$ cat src/rtl/eth_dma_fifo_pkg.sv
package eth_dma_fifo_pkg;

  // receive: enough words to fill a burst and still some room for the line
  function automatic logic rx_rule(input int unsigned level, input int unsigned depth,
                                   input int unsigned burst, input int unsigned room);
    return (level >= burst) && ((depth - level) >= room);
  endfunction

  // transmit: full burst room, or short-burst room when the frame is nearly done
  function automatic logic tx_rule(input int unsigned level, input int unsigned depth,
                                   input int unsigned remain, input int unsigned burst,
                                   input int unsigned short_room);
    int unsigned free_w;
    free_w = depth - level;
    return (remain != 0) &&
           ((free_w >= burst) || ((free_w >= short_room) && (remain <= short_room)));
  endfunction

  function automatic int unsigned tx_len(input int unsigned remain, input int unsigned burst,
                                         input int unsigned short_room);
    if (remain >= burst)     return burst;
    if (remain >= short_room) return short_room;
    return 1;
  endfunction

endpackage

$ cat src/rtl/dma_word_fifo.sv
module dma_word_fifo #(
  parameter int unsigned W     = 32,
  parameter int unsigned DEPTH = 31,
  localparam int unsigned PTR_W = $clog2(DEPTH),
  localparam int unsigned LVL_W = $clog2(DEPTH + 1)
) (
  input  logic             clk,
  input  logic             rst_n,
  input  logic             flush,
  input  logic             push,
  input  logic [W-1:0]     push_data,
  input  logic             pop,
  output logic [W-1:0]     pop_data,
  output logic [LVL_W-1:0] level,
  output logic             full,
  output logic             empty,
  output logic             overflow,
  output logic             underflow
);

  logic [W-1:0]     mem [DEPTH];
  logic [PTR_W-1:0] wr_ptr, rd_ptr;
  logic [LVL_W-1:0] cnt_q;
  logic             ovf_q, udf_q;
  logic             do_push, do_pop;

  function automatic logic [PTR_W-1:0] step(input logic [PTR_W-1:0] p);
    return (p == PTR_W'(DEPTH - 1)) ? '0 : p + PTR_W'(1);
  endfunction

  assign full     = (cnt_q == LVL_W'(DEPTH));
  assign empty    = (cnt_q == '0);
  assign do_push  = push && !full && !flush;
  assign do_pop   = pop && !empty && !flush;
  assign pop_data = mem[rd_ptr];
  assign level    = cnt_q;
  assign overflow  = ovf_q;
  assign underflow = udf_q;

  always_ff @(posedge clk) begin
    if (do_push) mem[wr_ptr] <= push_data;
  end

  always_ff @(posedge clk) begin
    if (!rst_n) begin
      wr_ptr <= '0;
      rd_ptr <= '0;
      cnt_q  <= '0;
    end else if (flush) begin
      wr_ptr <= '0;
      rd_ptr <= '0;
      cnt_q  <= '0;
    end else begin
      if (do_push) wr_ptr <= step(wr_ptr);
      if (do_pop)  rd_ptr <= step(rd_ptr);
      case ({do_push, do_pop})
        2'b10:   cnt_q <= cnt_q + LVL_W'(1);
        2'b01:   cnt_q <= cnt_q - LVL_W'(1);
        default: cnt_q <= cnt_q;
      endcase
    end
  end

  always_ff @(posedge clk) begin
    if (!rst_n) begin
      ovf_q <= 1'b0;
      udf_q <= 1'b0;
    end else begin
      if (push && full)  ovf_q <= 1'b1;
      if (pop && empty)  udf_q <= 1'b1;
    end
  end

  AST_LEVEL_BOUND: assert property (@(posedge clk) disable iff (!rst_n)
    level <= LVL_W'(DEPTH));
  AST_NO_OVERFLOW: assert property (@(posedge clk) disable iff (!rst_n)
    (push && full && !pop && !flush) |=> (level == $past(level)));
  AST_NO_UNDERFLOW: assert property (@(posedge clk) disable iff (!rst_n)
    (pop && empty && !push && !flush) |=> (level == $past(level)));
  AST_OVF_STICKY: assert property (@(posedge clk) disable iff (!rst_n)
    overflow |=> overflow);
  AST_UDF_STICKY: assert property (@(posedge clk) disable iff (!rst_n)
    underflow |=> underflow);
  AST_FLUSH_EMPTIES: assert property (@(posedge clk) disable iff (!rst_n)
    flush |=> empty);

endmodule

$ cat src/rtl/dma_burst_ctrl.sv
module dma_burst_ctrl #(
  parameter int unsigned BURST = 4,
  localparam int unsigned LEN_W = $clog2(BURST + 1)
) (
  input  logic             clk,
  input  logic             rst_n,
  input  logic             flush,
  input  logic             thresh,
  input  logic [LEN_W-1:0] len_now,
  input  logic             gnt,
  input  logic             beat,
  output logic             req,
  output logic [LEN_W-1:0] len,
  output logic             busy
);

  logic             busy_q;
  logic [LEN_W-1:0] cnt_q, len_q;
  logic             start, last;

  assign start = gnt && !busy_q && thresh && !flush;
  assign last  = busy_q && beat && (cnt_q == len_q - LEN_W'(1));
  assign req   = !flush && (busy_q || thresh);
  assign len   = busy_q ? len_q : len_now;
  assign busy  = busy_q;

  always_ff @(posedge clk) begin
    if (!rst_n || flush) begin
      busy_q <= 1'b0;
      cnt_q  <= '0;
      len_q  <= '0;
    end else if (start) begin
      busy_q <= 1'b1;
      cnt_q  <= '0;
      len_q  <= len_now;
    end else if (busy_q && beat) begin
      if (last) begin
        busy_q <= 1'b0;
        cnt_q  <= '0;
      end else begin
        cnt_q <= cnt_q + LEN_W'(1);
      end
    end
  end

  AST_START_NEEDS_REQ: assert property (@(posedge clk) disable iff (!rst_n)
    $rose(busy) |-> $past(gnt && req));
  AST_REQ_HELD: assert property (@(posedge clk) disable iff (!rst_n)
    (busy && !last && !flush) |=> (req || flush));
  AST_LEN_STABLE: assert property (@(posedge clk) disable iff (!rst_n)
    (busy && !last && !flush) |=> (len == $past(len)));

endmodule

$ cat src/rtl/eth_dma_fifo_req.sv
module eth_dma_fifo_req
  import eth_dma_fifo_pkg::*;
#(
  parameter int unsigned DATA_W  = 32,
  parameter int unsigned DEPTH   = 31,
  parameter int unsigned REM_W   = 12,
  parameter int unsigned BURST   = 4,
  parameter int unsigned RX_ROOM = 3,
  parameter int unsigned SHORT   = 2,
  localparam int unsigned LVL_W  = $clog2(DEPTH + 1),
  localparam int unsigned LEN_W  = $clog2(BURST + 1)
) (
  input  logic              clk,
  input  logic              rst_n,
  input  logic              flush,
  input  logic              rx_in_valid,
  output logic              rx_in_ready,
  input  logic [DATA_W-1:0] rx_in_data,
  output logic              rx_bus_req,
  input  logic              rx_bus_gnt,
  input  logic              rx_bus_beat,
  output logic [DATA_W-1:0] rx_bus_data,
  output logic [LVL_W-1:0]  rx_level,
  output logic              rx_overflow,
  output logic              rx_underflow,
  input  logic [REM_W-1:0]  tx_remain,
  output logic              tx_bus_req,
  input  logic              tx_bus_gnt,
  input  logic              tx_bus_beat,
  input  logic [DATA_W-1:0] tx_bus_data,
  output logic [LEN_W-1:0]  tx_burst_len,
  output logic              tx_out_valid,
  input  logic              tx_out_ready,
  output logic [DATA_W-1:0] tx_out_data,
  output logic [LVL_W-1:0]  tx_level,
  output logic              tx_overflow,
  output logic              tx_underflow
);

  logic             rx_full, rx_empty, tx_full, tx_empty;
  logic             rx_thresh, tx_thresh, rx_busy, tx_busy;
  logic [LEN_W-1:0] tx_len_now, rx_len_unused_n;
  logic [LVL_W-1:0] tx_free;

  dma_word_fifo #(.W(DATA_W), .DEPTH(DEPTH)) u_rx_fifo (
    .clk(clk), .rst_n(rst_n), .flush(flush),
    .push(rx_in_valid), .push_data(rx_in_data),
    .pop(rx_bus_beat), .pop_data(rx_bus_data),
    .level(rx_level), .full(rx_full), .empty(rx_empty),
    .overflow(rx_overflow), .underflow(rx_underflow)
  );

  dma_word_fifo #(.W(DATA_W), .DEPTH(DEPTH)) u_tx_fifo (
    .clk(clk), .rst_n(rst_n), .flush(flush),
    .push(tx_bus_beat), .push_data(tx_bus_data),
    .pop(tx_out_ready), .pop_data(tx_out_data),
    .level(tx_level), .full(tx_full), .empty(tx_empty),
    .overflow(tx_overflow), .underflow(tx_underflow)
  );

  assign rx_in_ready  = !rx_full;
  assign tx_out_valid = !tx_empty;
  assign tx_free      = LVL_W'(DEPTH) - tx_level;

  always_comb begin
    rx_thresh  = rx_rule(32'(rx_level), DEPTH, BURST, RX_ROOM);
    tx_thresh  = tx_rule(32'(tx_level), DEPTH, 32'(tx_remain), BURST, SHORT);
    tx_len_now = LEN_W'(tx_len(32'(tx_remain), BURST, SHORT));
  end

  dma_burst_ctrl #(.BURST(BURST)) u_rx_ctrl (
    .clk(clk), .rst_n(rst_n), .flush(flush),
    .thresh(rx_thresh), .len_now(LEN_W'(BURST)),
    .gnt(rx_bus_gnt), .beat(rx_bus_beat),
    .req(rx_bus_req), .len(rx_len_unused_n), .busy(rx_busy)
  );

  dma_burst_ctrl #(.BURST(BURST)) u_tx_ctrl (
    .clk(clk), .rst_n(rst_n), .flush(flush),
    .thresh(tx_thresh), .len_now(tx_len_now),
    .gnt(tx_bus_gnt), .beat(tx_bus_beat),
    .req(tx_bus_req), .len(tx_burst_len), .busy(tx_busy)
  );

  AST_RX_WINDOW: assert property (@(posedge clk) disable iff (!rst_n)
    (rx_bus_req && !rx_busy) |->
      (rx_level >= LVL_W'(BURST)) && (rx_level <= LVL_W'(DEPTH - RX_ROOM)));
  AST_TX_FITS: assert property (@(posedge clk) disable iff (!rst_n)
    (tx_bus_req && !tx_busy) |-> (LVL_W'(tx_burst_len) <= tx_free));
  AST_RX_LEN_FIXED: assert property (@(posedge clk) disable iff (!rst_n)
    rx_len_unused_n == LEN_W'(BURST));
  AST_READY_FULL: assert property (@(posedge clk) disable iff (!rst_n)
    rx_in_ready |-> (rx_level < LVL_W'(DEPTH)));

endmodule

$ cat config.mk
export PLATFORM = sky130hd
export DESIGN_NAME = eth_dma_fifo_req
export DESIGN_NICKNAME = d
export VERILOG_FILES = /design/src/rtl/eth_dma_fifo_pkg.sv /design/src/rtl/dma_word_fifo.sv /design/src/rtl/dma_burst_ctrl.sv /design/src/rtl/eth_dma_fifo_req.sv
export SDC_FILE = /design/constraint.sdc
export NUM_CORES = 2
export LEC_CHECK = 0
export ABC_AREA = 1
export BUFFER_PORTS_ARGS = -buffer_cell sky130_fd_sc_hd__clkbuf_2
export CELL_PAD_IN_SITES_DETAIL_PLACEMENT = 1
export CELL_PAD_IN_SITES_GLOBAL_PLACEMENT = 1
export CORE_ASPECT_RATIO = 0.8
export CORE_MARGIN = 5
export CORE_UTILIZATION = 51
export DETAILED_ROUTE_END_ITERATION = 7
export GPL_ROUTABILITY_DRIVEN = 0
export MAX_ROUTING_LAYER = met4
export PLACE_DENSITY = 0.77
export SLEW_MARGIN = 20
export SYNTH_ARGS = -nofsm -noshare
export SYNTH_HDL_FRONTEND = slang
export SYNTH_HIERARCHICAL = 1
export SYNTH_SLANG_ARGS = --single-unit
$ cat constraint.sdc
create_clock -name clk -period 4 [get_ports clk]
set_input_delay 0.2 -clock clk [delete_from_list [all_inputs] [get_ports clk]]
set_output_delay 0.2 -clock clk [all_outputs]
set_load 0.02 [all_outputs]
==> metrics.txt <==
final hold violation count 0; slowest cell delay on critical path 0.50 ns; Core Footprint 162000 um^2; CTS max path bufs 3; Fin Setup TNS 0 ns; Worst path most repeated cell nand2_1; worst-path maximum fanout 61; clock buffer count from CTS 196; Ys Warns 6; die height 371 um; drt first pass iters 5; first-pass GRT wire length 376 mm; initial antenna violation count 1; Hold Path Class input pin to register; RSZ-0062 raised after global routing no; Worst Path Buf+Inv 4; Worst-Margin Slew 1.16 ns; Worst Path Required 3.80 ns; Slowest cell on crit path dfxtp_4; ANT nets after route 0; Area Growth Syn to Fin 11.5%; pin count of the biggest net entering global routing 167; drt drc 0; met2 WL 120 mm; P_leak 0.0337 uW; fraction of layout cells with a size suffix above 1 0.0902; clock root buffer clkbuf_16; cts repair resizes 0; run status finished, final reports clean; post-DR wirelength/cell 25.9 um; H-tree depth 4; CTS clk-pin slew, worst paths 0.06 ns; GRT Total Usage 0.297; maxcap violations 0; Initial Utilization 0.514; Syn Area/Cell 11.6 um^2; Final setup violation count 0; Max Freq 265 MHz; I/O pins 170; crit path capture type output port; fin. max-slew vios 0; Tot Pwr 43100 uW; Iter 0 DRT Violations 5978; vias in the first global route 61600; CP top delay family buffers and inverters; Worst Skew 0.0207 ns; post-DP HPWL 140 mm; crit path kind register to output port; Cells after Synth 7200; CTS tree built; Highest Signal Layer met4; Tmin final 3.78 ns; Overflow after GRT 0; crit start category register; WP data arrival 3.58 ns; die area 171000 um^2; wire length on met1 104 mm; via count 58000; Skew-Pair Late Insertion Delay 0.84 ns; period utilization 0.945; CP cell instances inv_8 -> buf_12 -> buf_12 -> nand2_1 -> nand3_1 -> nand2_1 -> nand2_1 -> nand3_1 -> nand2_1 -> nand2_1 -> nand2_1 -> clkbuf_2; met3 wire len 18.3 mm; WL final 249 mm; die span in x 462 um; Via density 6.04; P per Cell Area 465 nW/um^2; Mapped Area 83200 um^2; TritonCTS Sinks 2042; Rows 132; relative slew slack 0.227; worst vdd ir 481 uV; # nets final 7404; PortBufs 169
[where the power goes]
group	internal, uW	switching (uW)
clock	9910	8010
combinational	374	1300
sequential	23500	33.7
total	33800	9340
[worst paths after layout]
check | slack [ns] | startpoint | to | cells past startpoint
worst min-delay path | 0.04 | rx_in_data[15] | u_rx_fifo/mem[29][15] | 1
worst max register to register | 0.86 | u_tx_fifo/level[1] | u_tx_fifo/mem[17][26] | 8
worst max-delay path | 0.22 | register | tx_out_data[12] | 12
worst min register to register | 0.49 | u_rx_ctrl/len_q[1] | u_rx_ctrl/len_q[1] | 2
[timing repair]
| item | CTS | global route |
|---|---|---|
| buffers inserted | 0 | 0 |
| endpoints found under the hold margin | 106 | 0 |
| hold buffers | 21 | 0 |
[registers in the layout (all words and copies together) (netlist names), named ones only]
name,count
u_rx_ctrl/cnt_q,3
u_tx_fifo/overflow,1
u_tx_fifo/wr_ptr,5
u_tx_ctrl/cnt_q,3
u_tx_fifo/rd_ptr,5
u_tx_fifo/level,5
u_rx_fifo/overflow,1
u_tx_fifo/underflow,1
u_rx_ctrl/busy,1
u_rx_fifo/underflow,1
u_rx_fifo/rd_ptr,5
u_rx_fifo/level,5
u_rx_fifo/mem,992
u_tx_fifo/mem,992
u_rx_ctrl/len_q,3
u_tx_ctrl/busy,1
u_tx_ctrl/len_q,3
u_rx_fifo/wr_ptr,5
[cell type report]
cell class	instances	area, um^2
inverter	86	374
clock inverter	106	853
tap	2144	2680
timing repair buffer	325	2530
sequential	2042	60800
fill	16400	69200
multi-input combinational	4646	20400
antenna	2	5.00
clock buffer	255	5190
[through the flow]
step | hold WS, ns | cell area (um^2) | util | std cells | setup slack [ns]
4_1_cts | 0.00176 | 92800 | 0.573 | 9604 | 0.207
3_3_place_gp | 0.452 | 86500 | 0.534 | 9222 | 1.01
3_5_place_dp | 0.455 | 86500 | 0.534 | 9222 | 0.845
6_report | 0.0433 | 92800 | 0.573 | 9606 | 0.220
2_1_floorplan | 0.299 | 83200 | - | 7201 | 0.284
5_1_grt | 0.0703 | 92800 | 0.573 | 9605 | 0.113
[metal layers]
metal | vias up | track usage
met2 | 2513 | 0.472
li1 | 25200 | -
met4 | 0 | 0.0904
met5 | - | -
met3 | 422 | 0.0368
met1 | 29900 | 0.408
[cells in the final DEF, fill, tap and decap left out, drive strengths merged, types with 3 or more instances in the layout]
cell,n
edfxtp,1984
nand3,1568
a21oi,29
bufinv,12
buf,135
inv,91
dlygate4sd3,21
xor2,12
ha,22
nor3,7
a211oi,6
xnor2,4
nand2,2704
o21ai,19
conb,3
dfxtp,58
clkbuf,424
nor2,252
clkinv,87
nand4,7
Note: power is estimated with default switching activity, not from simulation.
